==> config.mk <==
export PLATFORM = sky130hd
export DESIGN_NAME = exc_stack_seq
export DESIGN_NICKNAME = d
export VERILOG_FILES = /design/src/rtl/exc_stack_pkg.sv /design/src/rtl/exc_stack_ctrl.sv /design/src/rtl/exc_stack_frame.sv /design/src/rtl/exc_stack_retcode.sv /design/src/rtl/exc_stack_seq.sv
export SDC_FILE = /design/constraint.sdc
export NUM_CORES = 1
export LEC_CHECK = 0
export ABC_AREA = 1
export BUFFER_PORTS_ARGS = -buffer_cell sky130_fd_sc_hd__buf_4
export CORE_AREA = 2 2 187 281
export DETAILED_ROUTE_END_ITERATION = 6
export DIE_AREA = 0 0 189 283
export GPL_TIMING_DRIVEN = 0
export PLACE_DENSITY_LB_ADDON = 0.25
export SYNTH_ARGS = -nofsm -noshare
export SYNTH_HDL_FRONTEND = slang
export SYNTH_HIERARCHICAL = 1
export SYNTH_SLANG_ARGS = --single-unit
export TNS_END_PERCENT = 1
==> constraint.sdc <==
create_clock -name clk -period 6.5 [get_ports clk]
set_clock_uncertainty 0.15 [all_clocks]
set_input_delay 1.625 -clock clk [delete_from_list [all_inputs] [get_ports clk]]
set_output_delay 1.625 -clock clk [all_outputs]
set_load 0.02 [all_outputs]
==> src/rtl/exc_stack_pkg.sv <==
package exc_stack_pkg;
    localparam int WORD_W      = 32;
    localparam int FRAME_WORDS = 8;
    localparam int IDX_W       = $clog2(FRAME_WORDS);
    localparam int EXC_W       = 9;
    localparam int REALIGN_BIT = 9;

    typedef enum logic [1:0] {
        ST_IDLE   = 2'd0,
        ST_PUSH   = 2'd1,
        ST_FINISH = 2'd2
    } seq_state_t;
endpackage

==> src/rtl/exc_stack_ctrl.sv <==
module exc_stack_ctrl
    import exc_stack_pkg::*;
(
    input  logic             clk,
    input  logic             rst_n,
    input  logic             start_i,
    input  logic             ack_i,
    input  logic             err_i,
    output logic             load_o,
    output logic             req_o,
    output logic             done_o,
    output logic             err_o,
    output logic [IDX_W-1:0] beat_o
);
    localparam logic [IDX_W-1:0] LAST_BEAT = IDX_W'(FRAME_WORDS - 1);

    seq_state_t       state_q, state_d;
    logic [IDX_W-1:0] beat_q;
    logic             err_q;

    // state register
    always_ff @(posedge clk or negedge rst_n) begin
        if (!rst_n) begin
            state_q <= ST_IDLE;
            beat_q  <= '0;
            err_q   <= 1'b0;
        end else begin
            state_q <= state_d;
            if (load_o) begin
                beat_q <= '0;
                err_q  <= 1'b0;
            end else if (req_o && ack_i) begin
                beat_q <= beat_q + 1'b1;
                if (err_i) err_q <= 1'b1;
            end
        end
    end

    // next state
    always_comb begin
        state_d = state_q;
        unique case (state_q)
            ST_IDLE:   if (start_i) state_d = ST_PUSH;
            ST_PUSH:   if (ack_i && beat_q == LAST_BEAT) state_d = ST_FINISH;
            ST_FINISH: state_d = ST_IDLE;
            default:   state_d = ST_IDLE;
        endcase
    end

    // outputs
    always_comb begin
        load_o = 1'b0;
        req_o  = 1'b0;
        done_o = 1'b0;
        unique case (state_q)
            ST_IDLE:   load_o = start_i;
            ST_PUSH:   req_o  = 1'b1;
            ST_FINISH: done_o = 1'b1;
            default:   ;
        endcase
    end

    assign err_o  = err_q;
    assign beat_o = beat_q;
endmodule

==> src/rtl/exc_stack_frame.sv <==
module exc_stack_frame
    import exc_stack_pkg::*;
#(
    parameter int ADDR_W = 32
) (
    input  logic              clk,
    input  logic              rst_n,
    input  logic              load_i,
    input  logic [IDX_W-1:0]  beat_i,
    input  logic [EXC_W-1:0]  exc_num_i,
    input  logic              thread_i,
    input  logic              psp_sel_i,
    input  logic [ADDR_W-1:0] msp_i,
    input  logic [ADDR_W-1:0] psp_i,
    input  logic [WORD_W-1:0] psr_i,
    input  logic [WORD_W-1:0] ret_addr_i,
    input  logic [WORD_W-1:0] lr_i,
    input  logic [WORD_W-1:0] r12_i,
    input  logic [WORD_W-1:0] r3_i,
    input  logic [WORD_W-1:0] r2_i,
    input  logic [WORD_W-1:0] r1_i,
    input  logic [WORD_W-1:0] r0_i,
    output logic [ADDR_W-1:0] addr_o,
    output logic [WORD_W-1:0] wdata_o,
    output logic [ADDR_W-1:0] base_o,
    output logic [WORD_W-1:0] saved_psr_o,
    output logic              thread_o,
    output logic              psp_sel_o
);
    localparam int               FRAME_BYTES = FRAME_WORDS * 4;
    localparam logic [IDX_W-1:0] LAST_IDX    = IDX_W'(FRAME_WORDS - 1);
    localparam logic [WORD_W-1:0] KEEP_MASK  = 32'hF900_0000;

    logic [WORD_W-1:0] word_q [FRAME_WORDS];
    logic [WORD_W-1:0] word_d [FRAME_WORDS];
    logic [ADDR_W-1:0] base_q;
    logic              thread_q, psp_q;

    logic [ADDR_W-1:0] sp_cur;
    logic              pad;
    logic [WORD_W-1:0] psr_new;

    always_comb begin
        sp_cur  = psp_sel_i ? psp_i : msp_i;
        pad     = sp_cur[2];
        psr_new = psr_i & KEEP_MASK;
        psr_new[REALIGN_BIT] = pad;
        psr_new[EXC_W-1:0]   = exc_num_i;
        word_d[0] = psr_new;
        word_d[1] = ret_addr_i;
        word_d[2] = lr_i;
        word_d[3] = r12_i;
        word_d[4] = r3_i;
        word_d[5] = r2_i;
        word_d[6] = r1_i;
        word_d[7] = r0_i;
    end

    for (genvar g = 0; g < FRAME_WORDS; g++) begin : g_word
        always_ff @(posedge clk or negedge rst_n) begin
            if (!rst_n)      word_q[g] <= '0;
            else if (load_i) word_q[g] <= word_d[g];
        end
    end

    always_ff @(posedge clk or negedge rst_n) begin
        if (!rst_n) begin
            base_q   <= '0;
            thread_q <= 1'b0;
            psp_q    <= 1'b0;
        end else if (load_i) begin
            base_q   <= sp_cur - ADDR_W'(FRAME_BYTES) - (pad ? ADDR_W'(4) : '0);
            thread_q <= thread_i;
            psp_q    <= psp_sel_i;
        end
    end

    assign addr_o      = base_q + {{(ADDR_W-IDX_W-2){1'b0}}, LAST_IDX - beat_i, 2'b00};
    assign wdata_o     = word_q[beat_i];
    assign base_o      = base_q;
    assign saved_psr_o = word_q[0];
    assign thread_o    = thread_q;
    assign psp_sel_o   = psp_q;
endmodule

==> src/rtl/exc_stack_retcode.sv <==
module exc_stack_retcode
    import exc_stack_pkg::*;
(
    input  logic              thread_i,
    input  logic              psp_sel_i,
    output logic [WORD_W-1:0] code_o
);
    always_comb begin
        code_o      = '1;
        code_o[3]   = thread_i;
        code_o[2]   = psp_sel_i;
        code_o[1:0] = 2'b00;
    end
endmodule

==> src/rtl/exc_stack_seq.sv <==
module exc_stack_seq
    import exc_stack_pkg::*;
#(
    parameter int ADDR_W = 32
) (
    input  logic              clk,
    input  logic              rst_n,
    input  logic              start_i,
    input  logic [EXC_W-1:0]  exc_num_i,
    input  logic              thread_i,
    input  logic              psp_sel_i,
    input  logic [ADDR_W-1:0] msp_i,
    input  logic [ADDR_W-1:0] psp_i,
    input  logic [WORD_W-1:0] psr_i,
    input  logic [WORD_W-1:0] ret_addr_i,
    input  logic [WORD_W-1:0] lr_i,
    input  logic [WORD_W-1:0] r12_i,
    input  logic [WORD_W-1:0] r3_i,
    input  logic [WORD_W-1:0] r2_i,
    input  logic [WORD_W-1:0] r1_i,
    input  logic [WORD_W-1:0] r0_i,
    output logic              mem_req_o,
    output logic [ADDR_W-1:0] mem_addr_o,
    output logic [WORD_W-1:0] mem_wdata_o,
    input  logic              mem_ack_i,
    input  logic              mem_err_i,
    output logic              done_o,
    output logic              stk_err_o,
    output logic              sp_wr_o,
    output logic              sp_sel_o,
    output logic [ADDR_W-1:0] sp_new_o,
    output logic [WORD_W-1:0] exc_return_o,
    output logic [WORD_W-1:0] saved_psr_o
);
    logic             load;
    logic [IDX_W-1:0] beat;
    logic             thread_cap;

    exc_stack_ctrl u_ctrl (
        .clk    (clk),
        .rst_n  (rst_n),
        .start_i(start_i),
        .ack_i  (mem_ack_i),
        .err_i  (mem_err_i),
        .load_o (load),
        .req_o  (mem_req_o),
        .done_o (done_o),
        .err_o  (stk_err_o),
        .beat_o (beat)
    );

    exc_stack_frame #(.ADDR_W(ADDR_W)) u_frame (
        .clk        (clk),
        .rst_n      (rst_n),
        .load_i     (load),
        .beat_i     (beat),
        .exc_num_i  (exc_num_i),
        .thread_i   (thread_i),
        .psp_sel_i  (psp_sel_i),
        .msp_i      (msp_i),
        .psp_i      (psp_i),
        .psr_i      (psr_i),
        .ret_addr_i (ret_addr_i),
        .lr_i       (lr_i),
        .r12_i      (r12_i),
        .r3_i       (r3_i),
        .r2_i       (r2_i),
        .r1_i       (r1_i),
        .r0_i       (r0_i),
        .addr_o     (mem_addr_o),
        .wdata_o    (mem_wdata_o),
        .base_o     (sp_new_o),
        .saved_psr_o(saved_psr_o),
        .thread_o   (thread_cap),
        .psp_sel_o  (sp_sel_o)
    );

    exc_stack_retcode u_ret (
        .thread_i (thread_cap),
        .psp_sel_i(sp_sel_o),
        .code_o   (exc_return_o)
    );

    assign sp_wr_o = done_o;
endmodule

# Yosys cells after proc, flatten, opt, wreduce, memory -nomap -nowiden
# Index checks and enable logic that the tools add are counted.
# op_classes
add_sub_neg,5
n_lt_le_gt_ge,1
n_eq_ne,5
n_mux,16
bitwise,1
reduce_logical,7
# ops
operator,n
32-bit binary-select mux with 3-bit select,1
32-bit 2-to-1 mux,3
32-bit by 5-bit adder with 32-bit output,1
32-bit subtractor,1
"32-bit by 6-bit subtractor with 32-bit output, second input constant",1
3-bit 2-to-1 mux,3
1-bit 2-to-1 mux,6
"4-bit greater-or-equal comparator, second input constant",1
2-bit 2-to-1 mux,2
3-bit inverter with 4-bit output,1
2-bit one-hot mux with 2 select lines,1
2-bit AND reduction,2
2-bit nonzero test,2
"3-bit by 1-bit adder with 3-bit output, second input constant",1
"3-bit == test, second input constant",1
"3-bit subtractor, first input constant",1
"2-bit by 1-bit == test with 1-bit output, second input constant",1
"2-bit == test, second input constant",1
1-bit logical AND,2
2-bit zero test,1
"2-bit by 1-bit inequality test with 1-bit output, second input constant",1
"2-bit inequality test, second input constant",1
# totals
reg_bits,280
in_bits,336

# Longest topological paths before layout
# Gate-level depths: netlist of the first run.
# depth
word_depth,5
mapped_depth,17

# Hierarchy
# The synthesis of the first run kept the hierarchy.
# by_module_without_submodules
module,instances,cells_each,area_each_um2
exc_stack_frame,1,2054,14671.6
exc_stack_ctrl,1,35,305.3
exc_stack_retcode,1,34,247.7
exc_stack_seq,1,1,7.5

# Worst setup path after synthesis of the first run
# No wires, ideal clock.
# synth_path
path_type,register to output
startpoint,reg u_ctrl.beat_q[2] (netlist: u_ctrl/beat_o[2])
endpoint,out mem_addr_o[20]
t_arrival_ns,2.532
t_required_ns,4.725
path_slack_ns,2.193
path_stages_with_launch,13
path_buffers,3
cell_sequence,dfrtp_1 > clkbuf_1 > inv_1 > clkbuf_1 > clkbuf_1 > ha_1 > nand2_1 > o21ai_2 > nand3_2 > nor2_1 > nand2_1 > nor2_1 > xor2_1
# synth_via
elab_chain_len,2
# synth_lines
item,line_no,text
from (decl),exc_stack_ctrl.sv:18,logic [IDX_W-1:0] beat_q;
from (signal assigned),exc_stack_ctrl.sv:33,beat_q <= beat_q + 1'b1;
3-bit subtractor,exc_stack_frame.sv:78,"assign addr_o = base_q + {{(ADDR_W-IDX_W-2){1'b0}}, LAST_IDX - beat_i, 2'b00};"
32-bit by 5-bit adder with 32-bit output,exc_stack_frame.sv:78,
to (decl),exc_stack_seq.sv:23,"output logic [ADDR_W-1:0] mem_addr_o,"
# Every way passes these cells.

# Final worst setup path of the first run
# Ends and elaborated chain as after synthesis.

==> results.txt, run 1 <==
* Status: finished clean
* Unrepaired setup endpoints after global routing: no
- The die covers around 53000 sq um.
* Final TNS setup: 0 ns
* Final Setup Violations: 0
* Count of nets left with antenna violations after detail routing: 0
- A synthesized cell averages 7.171 sq um.
- STA puts the critical path data required time at between 4 and 5 ns.
- Layout Cells excl Fill: about 3300
- Commonest non-fill, non-tap cells in the layout: sky130_fd_sc_hd__nand2_1 (776), sky130_fd_sc_hd__buf_4 (498), sky130_fd_sc_hd__o21ai_0 (282)
- In this run the most critical hold path is launched from u_frame/word_q[98].
- Slew Limit Fails: 0
* Worst slack, placed: between 0.4 and 0.5 ns
* Placed wire-length estimate: 56660 um
* FILL cells: around 5400
- Proportion of layout cells with a drive suffix above 1: 0.2265
- Clock-pin slew was measured on the worst setup and hold paths at about 0.070 ns.
- Highest ir drop seen on vdd: 223.6 uV
- Synthesized netlist cell count: ~2100
* Via count of the first global-routing pass: between 15000 and 20000
- In this run the tightest slew margin relative to its limit is 0.1112.
* Reg2reg setup slack: a little under 3 ns
* Total core area: 51180 sq um
* Starting utilization of the core area: 0.2976
* Share of Yosys cell area claimed by the top area cell type: 0.4584
- STA puts the critical path data arrival time at 4.49 ns.
- Cell types with the largest area share after synthesis: sky130_fd_sc_hd__dfrtp_1 (46%), sky130_fd_sc_hd__nand2_1 (19%), sky130_fd_sc_hd__o21ai_0 (9.3%), sky130_fd_sc_hd__inv_1 (5.4%), sky130_fd_sc_hd__a21oi_1 (3.7%)
* Die span in x: ~190 um
- Top-level port count: ~500
* Vias per inst: 4.805
- At the later pin of the worst-skew pair, clock insertion delay measures 0.57 ns.
- Most common library cell in the layout ignoring fill and taps: sky130_fd_sc_hd__nand2_1
* Startpoint of the worst register-to-register path: u_ctrl/state_q[1]
- Post-detailed-route wirelength per cell: around 21 um
- Summed over all layers, the global routing overflow is 0.
- In the finished design, the share of the clock period the worst path needs comes to 0.9634.
* Setup CP Type: register to output port
* Total chip power: 0.01013 W
* Max H-tree Level: 1
- Clk sinks: roughly 280
* Post-Route WL: between 70000 and 80000 um
* Cell Area, Synth: 15230 sq um
- Buffers inserted during clock tree synthesis total 30.
- TritonCTS built the clock tree.
- Overall Global Routing Usage: 0.2564
- The tightest min-delay check is of the register to register type.
- STA classifies the critical path endpoint as an output port.
* Max_cap viols: 0
* Post-synthesis to final-layout area growth: 35.77%
- CTS Root Cell: sky130_fd_sc_hd__clkbuf_16
* Largest fanout of any net on the critical path: 10
- Power density cells: 489.9 nW/um^2
- The share of the Yosys chip area taken by registers is 0.4584.
- For this design the static power due to leakage is between 10 and 15 nW.
- Final GP Congestion: roughly 0.93
* Worst Slack Setup Final: ~0.24 ns
* Pin count of the biggest net entering global routing: 120
* Number of detailed-routing iterations run before antenna repair: 6
- After detailed routing, the number of remaining DRC violations is 0.
* DR iter-0 viols: ~1100
* Hold Crit Depth: 2
- Wire length of the first global-routing pass: 101200 um
- Worst Max-Slew Pin Slew: approximately 1.3 ns
- The longest clock path from root to sink contains 3 buffers.
- The worst setup path is launched from a register.
- In this run the core area contains a little over 100 standard-cell rows.
- The routed layout has ~16000 vias.
* Number of I/O port buffers: ~430
* Destination of the worst hold path: u_frame/word_q[98]
- From bottom edge to top edge, the die measures approximately 280 um.
- Final hold slack: around 0.32 ns
- Path depth of the worst reg2reg path: 9
* Dpl cells: 3273
- Minimum clock period after layout: ~6.3 ns
* Number of synthesis warnings: 6
* Largest area contributor in the synthesized netlist: sky130_fd_sc_hd__dfrtp_1
- The number of antenna violations at the first check in global routing is 10.
- The number of endpoints with negative hold slack in the final report came to 0.
- Number of storage elements in the synthesis netlist: around 280
* Count of nets after finishing: between 2000 and 3000
- The worst register-to-register path ends at u_frame/word_q[221].
- Static timing analysis puts the maximum clock frequency at around 0.16 GHz.
- The synthesized netlist contains 36 unique library cells.
## final cells by class
cell class	instances	area, sq um	area share
Tap cell	676	845.8	0.04090
Clock inverter	17	291.5	0.01410
Clock buffer	39	865.8	0.04187
Buffer	184	998.5	0.04828
Inverter	227	852.1	0.04120
Multi-Input combinational cell	1478	6573	0.3178
Antenna cell	2	5.005	0.0002420
Sequential cell	279	6982	0.3376
Timing Repair Buffer	429	3268	0.1580
## worst max-delay path by stage
stage / cells past startpoint / start / slack (ns) / endpoint
after detailed placement: 12 / u_ctrl/beat_o[2] / 0.44 / mem_addr_o[31]
after floorplan: 12 / u_ctrl/beat_o[2] / 2.19 / mem_addr_o[20]
after global routing: 13 / u_ctrl/beat_o[2] / 0.05 / mem_addr_o[20]
after CTS: 13 / u_ctrl/beat_o[2] / 0.14 / mem_addr_o[20]
after global placement: 12 / u_ctrl/beat_o[2] / 0.39 / mem_addr_o[31]
final: 13 / u_ctrl/beat_o[2] / 0.24 / mem_addr_o[20]
## worst max-delay path: stages, from the launching register on
cell,delay (ns)
sky130_fd_sc_hd__dfrtp_1,0.38
sky130_fd_sc_hd__clkbuf_1,0.42
sky130_fd_sc_hd__inv_1,0.21
sky130_fd_sc_hd__clkbuf_1,0.29
sky130_fd_sc_hd__clkbuf_2,0.35
sky130_fd_sc_hd__ha_1,0.42
sky130_fd_sc_hd__nand2_1,0.08
sky130_fd_sc_hd__o21ai_2,0.29
sky130_fd_sc_hd__nand3_2,0.25
sky130_fd_sc_hd__nor2_1,0.41
sky130_fd_sc_hd__nand2_1,0.27
sky130_fd_sc_hd__nor2_1,0.18
sky130_fd_sc_hd__xor2_1,0.18
sky130_fd_sc_hd__buf_4,0.17
## Yosys cell counts, drive strengths merged
| cell type | number |
|---|---|
| clkbuf | 77 |
| o22ai | 4 |
| nand3 | 57 |
| nand4 | 11 |
| buf | 107 |
| nor3b | 1 |
| xor2 | 20 |
| o21ai | 286 |
| inv | 225 |
| dfrtp | 279 |
| nor3 | 11 |
| fa | 1 |
| xnor2 | 9 |
| clkinv | 2 |
| a21oi | 114 |
| conb | 4 |
| nor2 | 90 |
| nor4 | 2 |
| a31oi | 34 |
| o21a | 1 |
| nor2b | 1 |
| nand2 | 776 |
| ha | 8 |
| and2 | 2 |
| or2 | 2 |
## per-layer routing
metal / part of all wire / vias to the layer above / global-route usage / wire [um]
met5: 0.0016 / - / 0 / 110
met4: 0.066 / 16 / 0.1486 / 4620
met3: 0.067 / 176 / 0.04100 / 4721
met2: 0.52 / 716 / 0.4722 / 36170
met1: 0.35 / 7522 / 0.2734 / 24590
li1: - / 7576 / - / -
## what timing repair did
item,4_1_cts,5_1_grt
hold buffers,0,0
setup endpoints to repair,2,0
buffers inserted,0,0
gates resized for setup,2,0
## stage by stage
stage / instance area, sq um / util
3_5_place_dp: 19510 / 0.3813
3_3_place_gp: 19450 / 0.3800
4_1_cts: 20680 / 0.4040
2_1_floorplan: 15400 / -
5_1_grt: 20680 / 0.4040
6_report: 20680 / 0.4041
## cell families (layout without fill, tap and decap cells)
| kind of cell | count (synthesis) | count (layout) | synth area share |
|---|---|---|---|
| xor+xnor | 29 | 29 | 0.01668 |
| flops | 279 | 279 | 0.4584 |
| fa+ha+maj | 9 | 9 | 0.007886 |
| buf+inv | 411 | 896 | 0.1214 |
| simple gates | 953 | 953 | 0.2467 |
| compound gates | 439 | 439 | 0.1480 |
| other cells | 4 | 50 | 0.0009854 |
## where the power goes
part | switching [W] | internal, W | leakage, nW | total, W
logic | 0.00335 | 0.00169 | 6.65 | 0.00503
clock network | 0.000784 | 0.00122 | 0.566 | 0.00201
registers | 0.000526 | 0.00256 | 3.45 | 0.00309
## sequential cells by signal (all words and copies together), names as in the netlist
name                 count
u_frame/base_o          31
u_ctrl/beat_o            3
u_frame/thread_o         1
u_ctrl/err_o             1
u_ctrl/state_q           2
u_frame/psp_sel_o        1
u_frame/word_q         224
u_frame/saved_psr_o     16
(Power assumes the default switching activity.)
==> inputs of run 2 (changes only) <==
clock period = 6.9 ns   (was 6.5 ns; I/O delays follow)
==> run 2 against run 1 <==
  * Final area is essentially flat
  * Sequential power shrank 6%
  * Global-route usage barely moved
  * Clock power decreased by 6%
  * Non-clock buffer count stayed put
  * Critical path type unchanged
  * Critical endpoint unchanged
  * Highest routed layer unchanged
==> results.txt, run 2 (same netlist as run 1, synthesis figures left out) <==
- The run finished with clean final reports.
- Placement row count: 102 (unchanged)
- The cell depth of the worst min-delay path was 2 (unchanged).
- The effective utilization at floorplan is 0.2976 (unchanged).
- The number of antenna violations at the first check in global routing was 10 (unchanged).
* CTS buffer count: 30 (unchanged)
- Max H-tree Level: 1 (unchanged)
- The cell that appears most often on the critical path is sky130_fd_sc_hd__clkbuf_1.
- Count of nets left with antenna violations after detail routing: 0 (unchanged)
- Setup repair after global routing left no endpoint under its margin.
* Layout Cells excl Fill: 3331 (unchanged)
- Of the available clock period, the critical path in the final layout requires 0.9461.
* TritonCTS clock tree: yes
- The signal on the critical path passes through clkbuf_1 > inv_1 > clkbuf_1 > clkbuf_1 > ha_1 > nand2_1 > o21ai_2 > nand3_2 > nor2_1 > nand2_1 > nor2_1 > xor2_1 > buf_4.
- For the finished layout, the period the worst path requires is between 6 and 7 ns.
- Placed wire-length estimate: 56660 um (unchanged)
- Number of endpoints with negative hold slack in the final report: 0 (unchanged)
- More flip-flops sit in one register than any other, and that register is u_frame/word_q.
- The largest fanout on the critical path is 10 (unchanged).
* Power density cells: 461.5 nW/um^2 (-5.8%)
- Wire length of the first global-routing pass: 101100 um (-0.10%)
* Reg2reg setup slack: 3.34 ns (+0.37 ns)
- Worst Max-Slew Pin Slew: 1.328 ns (-0.005039 ns)
- Startpoint type of the worst setup path: register
* Total core area: 51180 sq um (unchanged)
* Setup CP Type: register to output port
* DR iter-0 viols: 1099 (+1.2%)
* Largest stage delay, worst path: 0.64 ns (+0.22 ns)
- The count of port buffers added during placement came to 427 (unchanged).
- CP required: 5.03 ns (+0.31 ns)
- The share of final-layout standard cells stronger than drive strength 1 came to 0.2262 (-0.0003769).
- The per-cell routed wire length was 21.07 um (about the same).
- Max_cap viols: 0 (unchanged)
- Via count of the first global-routing pass: 16110 (-0.050%)
- The leakage power of the design was 10.66 nW (about the same).
- Residual overflow from global routing: 0 (unchanged)
* Final GP Congestion: 0.9265 (unchanged)
- For hold timing, the worst endpoint is u_frame/word_q[98].
* Critical path buffers and inverters: 5 (unchanged)
- Total number of vias: 15980 (-0.18%)
- Clk sinks: 279 (unchanged)
- Element type at the critical path end: output port
* Highest Clock Rate: between 0.15 and 0.2 GHz
* CTS clock-pin slew for the worst setup and hold paths: 0.07 ns (about the same)
- Worst skew pair latency: 0.57 ns (about the same)
* Highest ir drop seen on vdd: 210.3 uV (-6.0%)
* Min-delay worst type: register to register
- The x dimension of the die is 189 um (unchanged).
* Top-level port count: 501 (unchanged)
- The layout net count came to 2974 (unchanged).
- Post-synthesis to final-layout area growth: 35.76% (about the same)
- On the critical path, the stage with the largest delay is an instance of sky130_fd_sc_hd__clkbuf_1.
- Slew Limit Fails: 0 (unchanged)
* Path depth of the worst reg2reg path: 9 (unchanged)
* Startpoint of the worst register-to-register path: u_ctrl/state_q[1]
- The tree is rooted in a sky130_fd_sc_hd__clkbuf_16.
- The maximum clock path buffer count is 3 (unchanged).
- In this run the critical register-to-register path is captured at u_frame/word_q[221].
- The worst hold path begins at u_frame/word_q[98].
* Commonest non-fill, non-tap cells in the layout: sky130_fd_sc_hd__nand2_1 (776), sky130_fd_sc_hd__buf_4 (498), sky130_fd_sc_hd__o21ai_0 (282)
* Pin count of the biggest net entering global routing: 120 (unchanged)
- DRC: 0 (unchanged)
- The cell count after placement was 3273 (unchanged).
- Cell type group with the largest total delay on the critical path: buffers and inverters
* Number of detailed-routing iterations run before antenna repair: 6 (unchanged)
- The count of fill cells added during filler insertion came to 5419 (unchanged).
- Overall Global Routing Usage: 0.2562 (-0.0002637)
- Final TNS setup: 0 ns (unchanged)
- The aggregate routed wire length was 70170 um (about the same).
* Worst max-slew margin expressed relative to the limit: 0.1145 (+0.003359)
- The number of flip-flops in the largest register came to 224 (unchanged).
- Most common library cell in the layout ignoring fill and taps: sky130_fd_sc_hd__nand2_1
- The ratio of routed vias to standard cells came to 4.796 (-0.18%).
- The number of setup violations in the final report is 0 (unchanged).
- The overall die area is 53490 sq um (unchanged).
- Die Height: 283 um (unchanged)
- Arrival time at the worst endpoint: 4.65 ns (+0.16 ns)
[run 2: cell counts in the layout (fill, tap and decap cells not counted)]
Identical to the previous run, type by type.
[run 2: tightest hold or removal path, delay by kind of cell, from the launching register on]
family,cells,cell delay [ns]
flip-flops,1,0.34
AND/OR/NAND/NOR,2,0.10
[run 2: worst max path at each step]
stage | slack (ns) | depth (start not counted) | endpoint | startpoint
floorplan | 2.49 | 12 | mem_addr_o[20] | u_ctrl/beat_o[2]
global placement | 0.69 | 12 | mem_addr_o[31] | u_ctrl/beat_o[2]
detailed placement | 0.74 | 12 | mem_addr_o[31] | u_ctrl/beat_o[2]
CTS | 0.10 | 12 | mem_addr_o[31] | u_ctrl/beat_o[2]
global route | 0.15 | 13 | mem_addr_o[20] | u_ctrl/beat_o[2]
finish | 0.37 | 13 | mem_addr_o[20] | u_ctrl/beat_o[2]
[run 2: repair_timing]
item,4_1_cts,5_1_grt
buffers inserted,0,0
resized for setup,0,1
setup endpoints to repair,0,1
hold buffers,0,0
[run 2: power by group]
group,internal [W],switching [W]
clock network,0.00115,0.000741
registers,0.00242,0.000495
logic,0.00159,0.00315
total,0.00516,0.00439
[run 2: metal layers]
layer / global-route usage / vias to the layer above / wire [um]
li1: - / 7577 / -
met1: 0.2731 / 7496 / 24590
met2: 0.4716 / 717 / 36150
met5: 0 / - / 110
met4: 0.1486 / 16 / 4595
met3: 0.04100 / 171 / 4719
[run 2: layout make-up]
| class | count | area, sq um | share of cell area |
|---|---|---|---|
| Clock inverter | 17 | 291.5 | 0.01410 |
| Sequential cell | 279 | 6982 | 0.3376 |
| Clock buffer | 39 | 865.8 | 0.04187 |
| Buffer | 184 | 997.2 | 0.04822 |
| Tap cell | 676 | 845.8 | 0.04090 |
| Antenna cell | 2 | 5.005 | 0.0002420 |
| Inverter | 227 | 852.1 | 0.04120 |
| Timing Repair Buffer | 429 | 3268 | 0.1580 |
| Multi-Input combinational cell | 1478 | 6573 | 0.3178 |
[run 2: metrics by stage]
stage          hold WS (ns)  cell area, sq um  power (W)  setup WS [ns]    util
2_1_floorplan        0.2866             15400   0.005406          2.493       -
3_3_place_gp         0.2988             19450   0.007606         0.6923  0.3800
3_5_place_dp         0.3033             19510   0.007669         0.7425  0.3813
4_1_cts              0.3203             20670   0.009599         0.1009  0.4039
5_1_grt              0.3390             20670    0.01013         0.1532  0.4040
6_report             0.3191             20680   0.009543         0.3722  0.4041
